[config.mk]
export PLATFORM = sky130hd
export DESIGN_NAME = bert_rx_monitor
export DESIGN_NICKNAME = d
export VERILOG_FILES = /design/src/rtl/bert_mon_pkg.sv /design/src/rtl/bert_sync_fsm.sv /design/src/rtl/bert_run_det.sv /design/src/rtl/bert_wrap_cnt.sv /design/src/rtl/bert_status_reg.sv /design/src/rtl/bert_rx_monitor.sv
export SDC_FILE = /design/constraint.sdc
export NUM_CORES = 1
export LEC_CHECK = 0
export ABC_AREA = 1
export BUFFER_PORTS_ARGS = -buffer_cell sky130_fd_sc_hd__buf_2
export CAP_MARGIN = 20
export CORE_AREA = 10 10 154 120
export DETAILED_ROUTE_END_ITERATION = 7
export DIE_AREA = 0 0 164 130
export HOLD_SLACK_MARGIN = 0.06
export PLACE_DENSITY_LB_ADDON = 0.3
export SLEW_MARGIN = 20
export SYNTH_ARGS = -nofsm -noshare
export SYNTH_HDL_FRONTEND = slang
export SYNTH_HIERARCHICAL = 1
export SYNTH_SLANG_ARGS = --single-unit
[constraint.sdc]
create_clock -name clk_i -period 3.6 [get_ports clk_i]
set_input_delay 0.72 -clock clk_i [delete_from_list [all_inputs] [get_ports clk_i]]
set_output_delay 0.72 -clock clk_i [all_outputs]
set_load 0.01 [all_outputs]
[src/rtl/bert_mon_pkg.sv]
package bert_mon_pkg;
  localparam int unsigned ST_SYNC  = 0;
  localparam int unsigned ST_LOS   = 1;
  localparam int unsigned ST_ZEROS = 2;
  localparam int unsigned ST_ONES  = 3;
  localparam int unsigned ST_ECOVF = 4;
  localparam int unsigned ST_BCOVF = 5;
  localparam int unsigned ST_BERR  = 6;
  localparam int unsigned N_COND   = 4;
  localparam int unsigned N_LATCH  = 7;

  typedef enum logic {SEARCH = 1'b0, LOCKED = 1'b1} sync_state_e;
endpackage

[src/rtl/bert_sync_fsm.sv]
module bert_sync_fsm
  import bert_mon_pkg::*;
#(
  parameter int unsigned PRBS_W    = 15,
  parameter int unsigned TAP_A     = 14,
  parameter int unsigned TAP_B     = 13,
  parameter int unsigned SYNC_LEN  = 32,
  parameter int unsigned WIN_LEN   = 64,
  parameter int unsigned ERR_LIMIT = 6
) (
  input  logic clk_i,
  input  logic rst_ni,
  input  logic valid_i,
  input  logic bit_i,
  output logic in_sync_o,
  output logic chk_o,
  output logic err_o
);
  localparam int unsigned MW = $clog2(SYNC_LEN + 1);
  localparam int unsigned WW = $clog2(WIN_LEN);
  localparam int unsigned EW = $clog2(ERR_LIMIT + 1);

  sync_state_e       state_q;
  logic [PRBS_W-1:0] lfsr_q;
  logic [MW-1:0]     match_q;
  logic [WW-1:0]     win_q;
  logic [EW-1:0]     werr_q;
  logic              pred, miss;

  assign pred      = lfsr_q[TAP_A] ^ lfsr_q[TAP_B];
  assign miss      = bit_i ^ pred;
  assign in_sync_o = (state_q == LOCKED);
  assign chk_o     = valid_i && in_sync_o;
  assign err_o     = chk_o && miss;

  always_ff @(posedge clk_i or negedge rst_ni) begin
    if (!rst_ni) begin
      state_q <= SEARCH;
      lfsr_q  <= '0;
      match_q <= '0;
      win_q   <= '0;
      werr_q  <= '0;
    end else if (valid_i) begin
      unique case (state_q)
        SEARCH: begin
          // self-seed: the reference follows the received stream
          lfsr_q <= {lfsr_q[PRBS_W-2:0], bit_i};
          if (miss) begin
            match_q <= '0;
          end else if (match_q == MW'(SYNC_LEN - 1)) begin
            state_q <= LOCKED;
            match_q <= '0;
            win_q   <= '0;
            werr_q  <= '0;
          end else begin
            match_q <= match_q + 1'b1;
          end
        end
        LOCKED: begin
          lfsr_q <= {lfsr_q[PRBS_W-2:0], pred};
          if (miss && werr_q == EW'(ERR_LIMIT - 1)) begin
            state_q <= SEARCH;
            win_q   <= '0;
            werr_q  <= '0;
          end else if (win_q == WW'(WIN_LEN - 1)) begin
            win_q  <= '0;
            werr_q <= '0;
          end else begin
            win_q  <= win_q + 1'b1;
            werr_q <= werr_q + EW'(miss);
          end
        end
        default: state_q <= SEARCH;
      endcase
    end
  end

  // lock only on a valid bit that completes the match run
  a_r1_lock_after_run: assert property (@(posedge clk_i) disable iff (!rst_ni)
    $rose(in_sync_o) |-> ($past(valid_i) && $past(match_q) == MW'(SYNC_LEN - 1)));

  // sync drops only on a detected error
  a_r5_loss_on_error: assert property (@(posedge clk_i) disable iff (!rst_ni)
    $fell(in_sync_o) |-> $past(err_o));

  // idle cycles keep the sync state
  a_r12_idle_sync: assert property (@(posedge clk_i) disable iff (!rst_ni)
    !valid_i |=> ($stable(state_q) && $stable(lfsr_q)));
endmodule

[src/rtl/bert_run_det.sv]
module bert_run_det #(
  parameter int unsigned RUN_LEN = 32
) (
  input  logic clk_i,
  input  logic rst_ni,
  input  logic valid_i,
  input  logic bit_i,
  output logic all_ones_o,
  output logic all_zeros_o
);
  localparam int unsigned RW = $clog2(RUN_LEN + 1);

  logic [RW-1:0] ones_q, zeros_q;

  always_ff @(posedge clk_i or negedge rst_ni) begin
    if (!rst_ni) begin
      ones_q  <= '0;
      zeros_q <= '0;
    end else if (valid_i) begin
      if (bit_i) begin
        zeros_q <= '0;
        if (ones_q != RW'(RUN_LEN)) ones_q <= ones_q + 1'b1;
      end else begin
        ones_q <= '0;
        if (zeros_q != RW'(RUN_LEN)) zeros_q <= zeros_q + 1'b1;
      end
    end
  end

  assign all_ones_o  = (ones_q == RW'(RUN_LEN));
  assign all_zeros_o = (zeros_q == RW'(RUN_LEN));

  // the two run conditions never coexist
  a_r6_runs_exclusive: assert property (@(posedge clk_i) disable iff (!rst_ni)
    !(all_ones_o && all_zeros_o));
endmodule

[src/rtl/bert_wrap_cnt.sv]
module bert_wrap_cnt #(
  parameter int unsigned W = 32
) (
  input  logic         clk_i,
  input  logic         rst_ni,
  input  logic         inc_i,
  output logic [W-1:0] cnt_o,
  output logic         ovf_o
);
  logic [W-1:0] cnt_q;

  always_ff @(posedge clk_i or negedge rst_ni) begin
    if (!rst_ni)    cnt_q <= '0;
    else if (inc_i) cnt_q <= cnt_q + 1'b1;
  end

  assign cnt_o = cnt_q;
  assign ovf_o = inc_i && (&cnt_q);

  // overflow pulse lands the count on zero
  a_r3_wrap_to_zero: assert property (@(posedge clk_i) disable iff (!rst_ni)
    ovf_o |=> (cnt_q == '0));

  // no increment, no change
  a_r12_idle_hold: assert property (@(posedge clk_i) disable iff (!rst_ni)
    !inc_i |=> $stable(cnt_q));
endmodule

[src/rtl/bert_status_reg.sv]
module bert_status_reg
  import bert_mon_pkg::*;
(
  input  logic       clk_i,
  input  logic       rst_ni,
  input  logic       rd_i,
  input  logic       in_sync_i,
  input  logic       all_zeros_i,
  input  logic       all_ones_i,
  input  logic       err_ev_i,
  input  logic       ecovf_ev_i,
  input  logic       bcovf_ev_i,
  input  logic [6:0] mask_i,
  output logic [7:0] status_o,
  output logic       irq_o
);
  logic [N_LATCH-1:0] stat_q, set_v, clr_ok;
  logic [N_COND-1:0]  live, prev_q, chg_q;

  assign live = {all_ones_i, all_zeros_i, ~in_sync_i, in_sync_i};

  always_comb begin
    set_v            = '0;
    set_v[ST_SYNC]   = in_sync_i;
    set_v[ST_LOS]    = prev_q[0] & ~in_sync_i;  // search entered
    set_v[ST_ZEROS]  = all_zeros_i;
    set_v[ST_ONES]   = all_ones_i;
    set_v[ST_ECOVF]  = ecovf_ev_i;
    set_v[ST_BCOVF]  = bcovf_ev_i;
    set_v[ST_BERR]   = err_ev_i;
    clr_ok           = '1;
    clr_ok[ST_SYNC]  = ~in_sync_i;
    clr_ok[ST_LOS]   = in_sync_i;
    clr_ok[ST_ZEROS] = ~all_zeros_i;
    clr_ok[ST_ONES]  = ~all_ones_i;
  end

  for (genvar k = 0; k < N_LATCH; k++) begin : g_bit
    always_ff @(posedge clk_i or negedge rst_ni) begin
      if (!rst_ni) stat_q[k] <= 1'b0;
      else         stat_q[k] <= set_v[k] | (stat_q[k] & ~(rd_i & clr_ok[k]));
    end
  end

  always_ff @(posedge clk_i or negedge rst_ni) begin
    if (!rst_ni) begin
      prev_q <= 4'b0010;  // searching out of reset
      chg_q  <= '0;
    end else begin
      prev_q <= live;
      chg_q  <= (live ^ prev_q) | (chg_q & ~{N_COND{rd_i}});
    end
  end

  assign status_o = {1'b0, stat_q};
  assign irq_o    = (|(stat_q[ST_BERR:ST_ECOVF] & mask_i[6:4])) | (|(chg_q & mask_i[3:0]));

  // event in a read cycle is not lost
  a_r11_event_kept: assert property (@(posedge clk_i) disable iff (!rst_ni)
    err_ev_i |=> stat_q[ST_BERR]);

  // in-sync bit held while locked
  a_r8_sync_held: assert property (@(posedge clk_i) disable iff (!rst_ni)
    in_sync_i |=> stat_q[ST_SYNC]);

  // loss bit survives reads while searching
  a_r5_los_held: assert property (@(posedge clk_i) disable iff (!rst_ni)
    (stat_q[ST_LOS] && !in_sync_i) |=> stat_q[ST_LOS]);

  // any condition edge leaves a pending change
  a_r10_edge_pending: assert property (@(posedge clk_i) disable iff (!rst_ni)
    (live != prev_q) |=> (chg_q != '0));
endmodule

[src/rtl/bert_rx_monitor.sv]
module bert_rx_monitor #(
  parameter int unsigned BIT_CNT_W = 32,
  parameter int unsigned ERR_CNT_W = 24,
  parameter int unsigned SYNC_LEN  = 32,
  parameter int unsigned RUN_LEN   = 32,
  parameter int unsigned WIN_LEN   = 64,
  parameter int unsigned ERR_LIMIT = 6
) (
  input  logic                 clk_i,
  input  logic                 rst_ni,
  input  logic                 valid_i,
  input  logic                 bit_i,
  input  logic                 rd_i,
  input  logic [6:0]           irq_mask_i,
  output logic [7:0]           status_o,
  output logic                 irq_o,
  output logic                 in_sync_o,
  output logic [BIT_CNT_W-1:0] bit_cnt_o,
  output logic [ERR_CNT_W-1:0] err_cnt_o
);
  logic chk, err, all_ones, all_zeros, bovf, eovf;

  bert_sync_fsm #(
    .PRBS_W(15), .TAP_A(14), .TAP_B(13),
    .SYNC_LEN(SYNC_LEN), .WIN_LEN(WIN_LEN), .ERR_LIMIT(ERR_LIMIT)
  ) u_sync (
    .clk_i, .rst_ni, .valid_i, .bit_i,
    .in_sync_o, .chk_o(chk), .err_o(err)
  );

  bert_run_det #(.RUN_LEN(RUN_LEN)) u_runs (
    .clk_i, .rst_ni, .valid_i, .bit_i,
    .all_ones_o(all_ones), .all_zeros_o(all_zeros)
  );

  bert_wrap_cnt #(.W(BIT_CNT_W)) u_bit_cnt (
    .clk_i, .rst_ni, .inc_i(chk), .cnt_o(bit_cnt_o), .ovf_o(bovf)
  );

  bert_wrap_cnt #(.W(ERR_CNT_W)) u_err_cnt (
    .clk_i, .rst_ni, .inc_i(err), .cnt_o(err_cnt_o), .ovf_o(eovf)
  );

  bert_status_reg u_stat (
    .clk_i, .rst_ni, .rd_i,
    .in_sync_i(in_sync_o), .all_zeros_i(all_zeros), .all_ones_i(all_ones),
    .err_ev_i(err), .ecovf_ev_i(eovf), .bcovf_ev_i(bovf),
    .mask_i(irq_mask_i), .status_o, .irq_o
  );
endmodule

==> results of run 1 <==
## final cells by class
class                      instances  area, um2  area share, %
tap                              210      262.8          3.587
multi-input combinational        542       2826          38.59
inverter                          99      371.6          5.073
clock inverter                     9      103.9          1.418
clock buffer                      23      488.0          6.662
sequential                       114       2854          38.96
timing repair buffer              79      417.9          5.706
## path summary, 6_finish.rpt
check	start	end	slack [ns]	cells past startpoint
hold / removal	rst_ni	u_err_cnt/cnt_o[19]	0.28	1
setup / recovery	u_sync/in_sync_o	u_err_cnt/cnt_o[16]	1.38	9
max in group asynchronous	rst_ni	u_stat/prev_q[1]	2.47	2
hold reg to reg	u_stat/status_o[2]	u_stat/status_o[2]	0.47	2
min in group clk_i	u_stat/status_o[2]	u_stat/status_o[2]	0.47	2
setup reg to reg	u_sync/in_sync_o	u_err_cnt/cnt_o[16]	1.38	9
## worst max-delay path, stage by stage, from the launching register on
cell     delay (ns)
dfrtp_1        0.57
nand2_2        0.28
nor2_1         0.43
nand2_1        0.20
nor2_2         0.21
nand3_2        0.15
inv_1          0.10
nand3_1        0.07
nand2_1        0.07
inv_1          0.03
## per-layer routing
metal  routed length [um]  global-route usage, %  part of all wire [%]  vias up
met4                  137                  4.719                  0.98        0
met3                  913                  4.186                   6.5       13
met2                 5917                  19.13                    42      127
met1                 7081                  19.46                    50     2285
met5                    0                      0                     0        -
li1                     -                      -                     -     2552
## synth_stat cells, drive strengths merged
library cell	instances
or2	2
nand4	12
o21bai	1
a21o	4
a21oi	2
inv	99
nor4	1
nand3b	9
dfstp	1
nand3	61
buf	6
conb	1
ha	11
nand2	269
xor2	23
nor3	6
dfrtp	113
nor2	98
o221ai	1
xnor2	20
o21ai	21
## per-stage QoR
stage	cell area [um2]	worst slack, ns	hold slack, ns
CTS	7325	1.376	0.2875
global route	7325	1.118	0.2996
finish	7325	1.382	0.2783
detailed placement	6733	1.108	0.4570
global placement	6733	1.182	0.4507
floorplan	6087	1.369	0.4244
## where the power goes
| part | internal, mW | total (mW) | switching, mW |
|---|---|---|---|
| sequential | 1.51 | 1.74 | 0.231 |
| clock | 1.09 | 1.67 | 0.579 |
| combinational | 0.303 | 0.795 | 0.492 |
## cell families after synthesis
| family | count (synthesis) | synth area share [%] |
|---|---|---|
| flip-flops | 114 | 46.89 |
| XOR/XNOR | 43 | 6.310 |
| AND/OR/NAND/NOR | 458 | 34.90 |
| AO/OA/AOI/OAI | 29 | 2.898 |
| buffers and inverters | 105 | 6.680 |
| other | 1 | 0.06161 |
| adder cells (fa/ha/maj) | 11 | 2.261 |
## flip-flops by register name, indices dropped and copies added (netlist names)
signal            cells
u_runs/ones_q         6
u_err_cnt/cnt_o      24
u_runs/zeros_q        6
u_sync/lfsr_q        15
u_sync/werr_q         3
u_bit_cnt/cnt_o      32
u_stat/chg_q          4
u_stat/status_o       7
u_sync/win_q          6
u_sync/in_sync_o      1
u_sync/match_q        6
u_stat/prev_q         4
==> flow_summary.json, run 1 <==
{
  "synth_largest_area_cell": "dfrtp_1",
  "start_util_pct": 38.98,
  "drc_errors": 0,
  "chipHeight_um": 130,
  "synth_cells": 761,
  "die_x_um": 164,
  "ys_seq_area_share_pct": 46.89,
  "hold_violations": 0,
  "drtIter0Drc": 417,
  "final_nets": 876,
  "cts_sinks": 114,
  "layoutNonFillerInstCount": 1076,
  "drive_gt1_share_pct": 19.28,
  "synth.top_cell.area_share_pct": 46.45,
  "utilization_pct": 46.91,
  "place_hpwl_um": 10510,
  "period_minus_slack_ns": 2.218,
  "viasPerCell": 4.625,
  "antenna_found_initial": 0,
  "wire_per_inst_um": 13.06,
  "cts_setup_buffers": 0,
  "cts-hold-fix-buffers": 0,
  "diodes": 0,
  "final_common_cell": "nand2_1",
  "cts_tree": "yes",
  "numPortBuffers": 76,
  "avgSynthCellArea_um2": 7.999,
  "rsz0062_at_grt": "no",
  "wl_um": 14050,
  "slew_viol_final": 0,
  "end_kind": "flop",
  "synth_nets": 784,
  "cts_root_buf": "clkbuf_16",
  "setup_viol": 0,
  "maxCapViolations": 0,
  "synth_cell_types": 36,
  "fmax_mhz": 451.0,
  "cts_resized": 0,
  "fin_setup_tns_ns": 0,
  "grt_pass1_vias": 4653,
  "nFillCells": 1510,
  "clk-insertion-delay-late_ns": 0.41,
  "layout.cells.most_common_list": "nand2_1 (255), dfrtp_1 (113), inv_1 (88), nor2_1 (79), buf_2 (75)",
  "cts_buffers": 17,
  "route.vias.total": 4977,
  "htreeDepth": 4,
  "critPathKind": "flop to flop",
  "grt_overflow_total": 0,
  "grt_max_degree": 47,
  "placedCellCount": 1044,
  "finalPower_mw": 4.204,
  "crit_arrival_ns": 2.52,
  "ys_ff_latch": 114,
  "coreArea_um2": 15620,
  "skew_ns": 0.006792,
  "peakVddDrop_uv": 376.6,
  "cp.required_ns": 3.90,
  "final_antenna_net_count": 0,
  "track_usage_pct": 13.67,
  "place_congestion": 0.8165,
  "yosys_warnings": 6,
  "powerDensity_nw_per_um2": 574.0,
  "area_delta_synth_final_pct": 20.33,
  "crit_path_start_kind": "flop",
  "ios": 78,
  "synth_area_leaders": "dfrtp_1 (46%), nand2_1 (16%), inv_1 (5.4%), nor2_1 (4.9%), nand3_1 (4.3%)",
  "ctsLongestPathBuffers": 2,
  "row_count": 40,
  "worst_pin_slew_ns": 0.5006,
  "max_slew_margin_pct": 66.62,
  "grt_pass1_wl_um": 23430,
  "hp-class": "primary input to async pin",
  "syn_area_um2": 6087,
  "drt_pre_antenna_iters": 5,
  "dieArea_um2": 21320,
  "critPathMaxFanout": 14,
  "fin_crit_sh_pct": 61.60,
  "worst_setup_hold_path_clk_slew_ns": 0.05,
  "p_leak_nw": 3.793,
  "outcome": "finished, final reports clean"
}
Power figures use the tool's default switching activity.
==> run 2, diff against run 1 <==
==> constraint.sdc (replaced) <==
create_clock -name clk_i -period 2.2 [get_ports clk_i]
set_input_delay 0.44 -clock clk_i [delete_from_list [all_inputs] [get_ports clk_i]]
set_output_delay 0.44 -clock clk_i [all_outputs]
set_load 0.01 [all_outputs]
==> flow_summary.json, run 2 (synthesis results as in run 1) <==
{
  "coreArea_um2": 15620,
  "reg2reg_from": "u_sync/lfsr_q[13]",
  "slowest_stage": "dfrtp_1",
  "cts_tree": "yes",
  "switchingPower_mw": 2.135,
  "largest_register_ffs": 32,
  "viasPerCell": 4.606,
  "drt_pre_antenna_iters": 4,
  "powerDensity_nw_per_um2": 929.1,
  "hold_violations": 0,
  "wl_um": 14220,
  "drtIter0Drc": 368,
  "fmax_mhz": 531.4,
  "ios": 78,
  "area_delta_synth_final_pct": 21.07,
  "final_common_cell": "nand2_1",
  "fin_setup_tns_ns": 0,
  "grt_overflow_total": 0,
  "placed_cell_area_um2": 6790,
  "place_congestion": 0.8355,
  "finalPower_mw": 6.847,
  "hp-class": "primary input to flop",
  "crit_arrival_ns": 2.22,
  "p_int_mw": 4.711,
  "ctsLongestPathBuffers": 2,
  "grt_max_degree": 44,
  "critPathKind": "flop to flop",
  "seqPwrFrac_pct": 41.3,
  "min_path_cells": 3,
  "r2r-end": "u_err_cnt/cnt_o[20]",
  "antenna_found_initial": 0,
  "path_buf_inv": 1,
  "fin_crit_sh_pct": 85.53,
  "diodes": 0,
  "outcome": "finished, final reports clean",
  "clk-insertion-delay-late_ns": 0.42,
  "row_count": 40,
  "pwr-share-clk_pct": 38.7,
  "fin_area_um2": 7370,
  "p_leak_nw": 3.831,
  "critPathTopFamily": "simple AND/OR/NAND/NOR gates",
  "start_util_pct": 38.98,
  "drc_errors": 0,
  "p_sw_share_pct": 31.19,
  "place_ws_ns": 0.2187,
  "p_comb_share_pct": 20.0,
  "chipHeight_um": 130,
  "critPathMaxFanout": 4,
  "regToRegSetupSlack_ns": 0.32,
  "setup_viol": 0,
  "r2r_cells": 10,
  "die_x_um": 164,
  "htreeDepth": 4,
  "grt_pass1_wl_um": 23900,
  "crit_path_start_kind": "flop",
  "drive_gt1_share_pct": 19.84,
  "route.vias.total": 4984,
  "slew_viol_final": 0,
  "peakVddDrop_uv": 562.1,
  "rsz0062_at_grt": "no",
  "fin_ws_ns": 0.3183,
  "skew_ns": 0.008108,
  "timing.hold.ws_ns": 0.3249,
  "track_usage_pct": 14.02,
  "maxCapViolations": 0,
  "critPathMaxStageDelay_ns": 0.41,
  "hold_path_end": "u_stat/status_o[1]",
  "cp.required_ns": 2.53,
  "period_minus_slack_ns": 1.882,
  "hp-start": "rd_i",
  "cts_root_buf": "clkbuf_16",
  "wire_per_inst_um": 13.14,
  "final_antenna_net_count": 0,
  "dieArea_um2": 21320,
  "final_nets": 883,
  "place_hpwl_um": 10720,
  "cts_sinks": 114,
  "end_kind": "flop",
  "worstPathCellList": "inv_2 > nand2_1 > nand3_2 > nand2_4 > nor2_1 > nand2_1 > nor2_2 > nand3_2 > nor2_1 > xor2_1",
  "cts_buffers": 17,
  "layout.cells.most_common_list": "nand2_1 (255), dfrtp_1 (113), inv_1 (88), nor2_1 (79), buf_2 (75)",
  "worst_setup_hold_path_clk_slew_ns": 0.06,
  "numPortBuffers": 76,
  "grt_pass1_vias": 4802
}
-- run 2: cell types whose count changed in the layout (fill, tap and decap cells not counted) --
cell	change
clkbuf_1	-1
dlygate4sd3_1	+1
buf_12	+1
clkinv_2	+3
clkbuf_8	-2
clkinvlp_4	-2
clkinv_4	+1
buf_4	+5
-- run 2: cell type report --
type                            count  area, um2
Inverter                           99      371.6
Sequential cell                   114       2854
Clock buffer                       20      456.7
Clock inverter                     11      112.6
Tap cell                          210      262.8
Multi-Input combinational cell    542       2826
Fill cell                        1560       8245
Timing Repair Buffer               86      485.5
-- run 2: worst reg2reg max path, cell delays in order, from the launching register on --
cell	delay (ns)
dfrtp_1	0.41
inv_2	0.09
nand2_1	0.06
nand3_2	0.12
nand2_4	0.07
nor2_1	0.22
nand2_1	0.17
nor2_2	0.18
nand3_2	0.15
nor2_1	0.16
xor2_1	0.18
-- run 2: power groups by stage --
stage                     Combinational [mW]  Clock (mW)  Sequential [mW]
after floorplan                        0.864           0             2.85
after global placement                  1.36           0             2.86
after detailed placement                1.39           0             2.85
after CTS                               1.40        2.71             2.82
after global routing                    1.58        2.81             2.89
final                                   1.37        2.65             2.82
-- run 2: how the worst max path moves through the flow --
stage / startpoint / to / slack, ns / depth (start not counted)
2_1_floorplan: valid_i / u_err_cnt/cnt_o[13] / 0.25 / 11
3_3_place_gp: bit_i / u_err_cnt/cnt_o[13] / 0.25 / 12
3_5_place_dp: bit_i / u_err_cnt/cnt_o[17] / 0.22 / 10
4_1_cts: u_sync/lfsr_q[13] / u_err_cnt/cnt_o[20] / 0.29 / 10
5_1_grt: u_sync/lfsr_q[13] / u_err_cnt/cnt_o[20] / 0.15 / 10
6_report: u_sync/lfsr_q[13] / u_err_cnt/cnt_o[20] / 0.32 / 10
-- run 2: per-stage QoR --
stage	utilization, %	cells
3_5_place_dp	43.49	1050
2_1_floorplan	-	761
4_1_cts	47.20	1082
3_3_place_gp	43.49	1050
6_report	47.20	1082
5_1_grt	47.20	1082
-- run 2: layer usage --
metal	up-vias	global-route usage (%)	part of all wire, %	routed length (um)
li1	2566	-	-	-
met1	2306	19.98	51	7316
met2	101	19.87	42	6006
met3	11	4.060	5.4	762
met4	0	4.719	0.94	134
met5	-	0	0	0
-- run 2: what timing repair did --
action | CTS | global route
hold endpoints to repair | 15 | 0
buffers inserted | 0 | 0
gates resized for setup | 0 | 0
hold buffers | 1 | 0
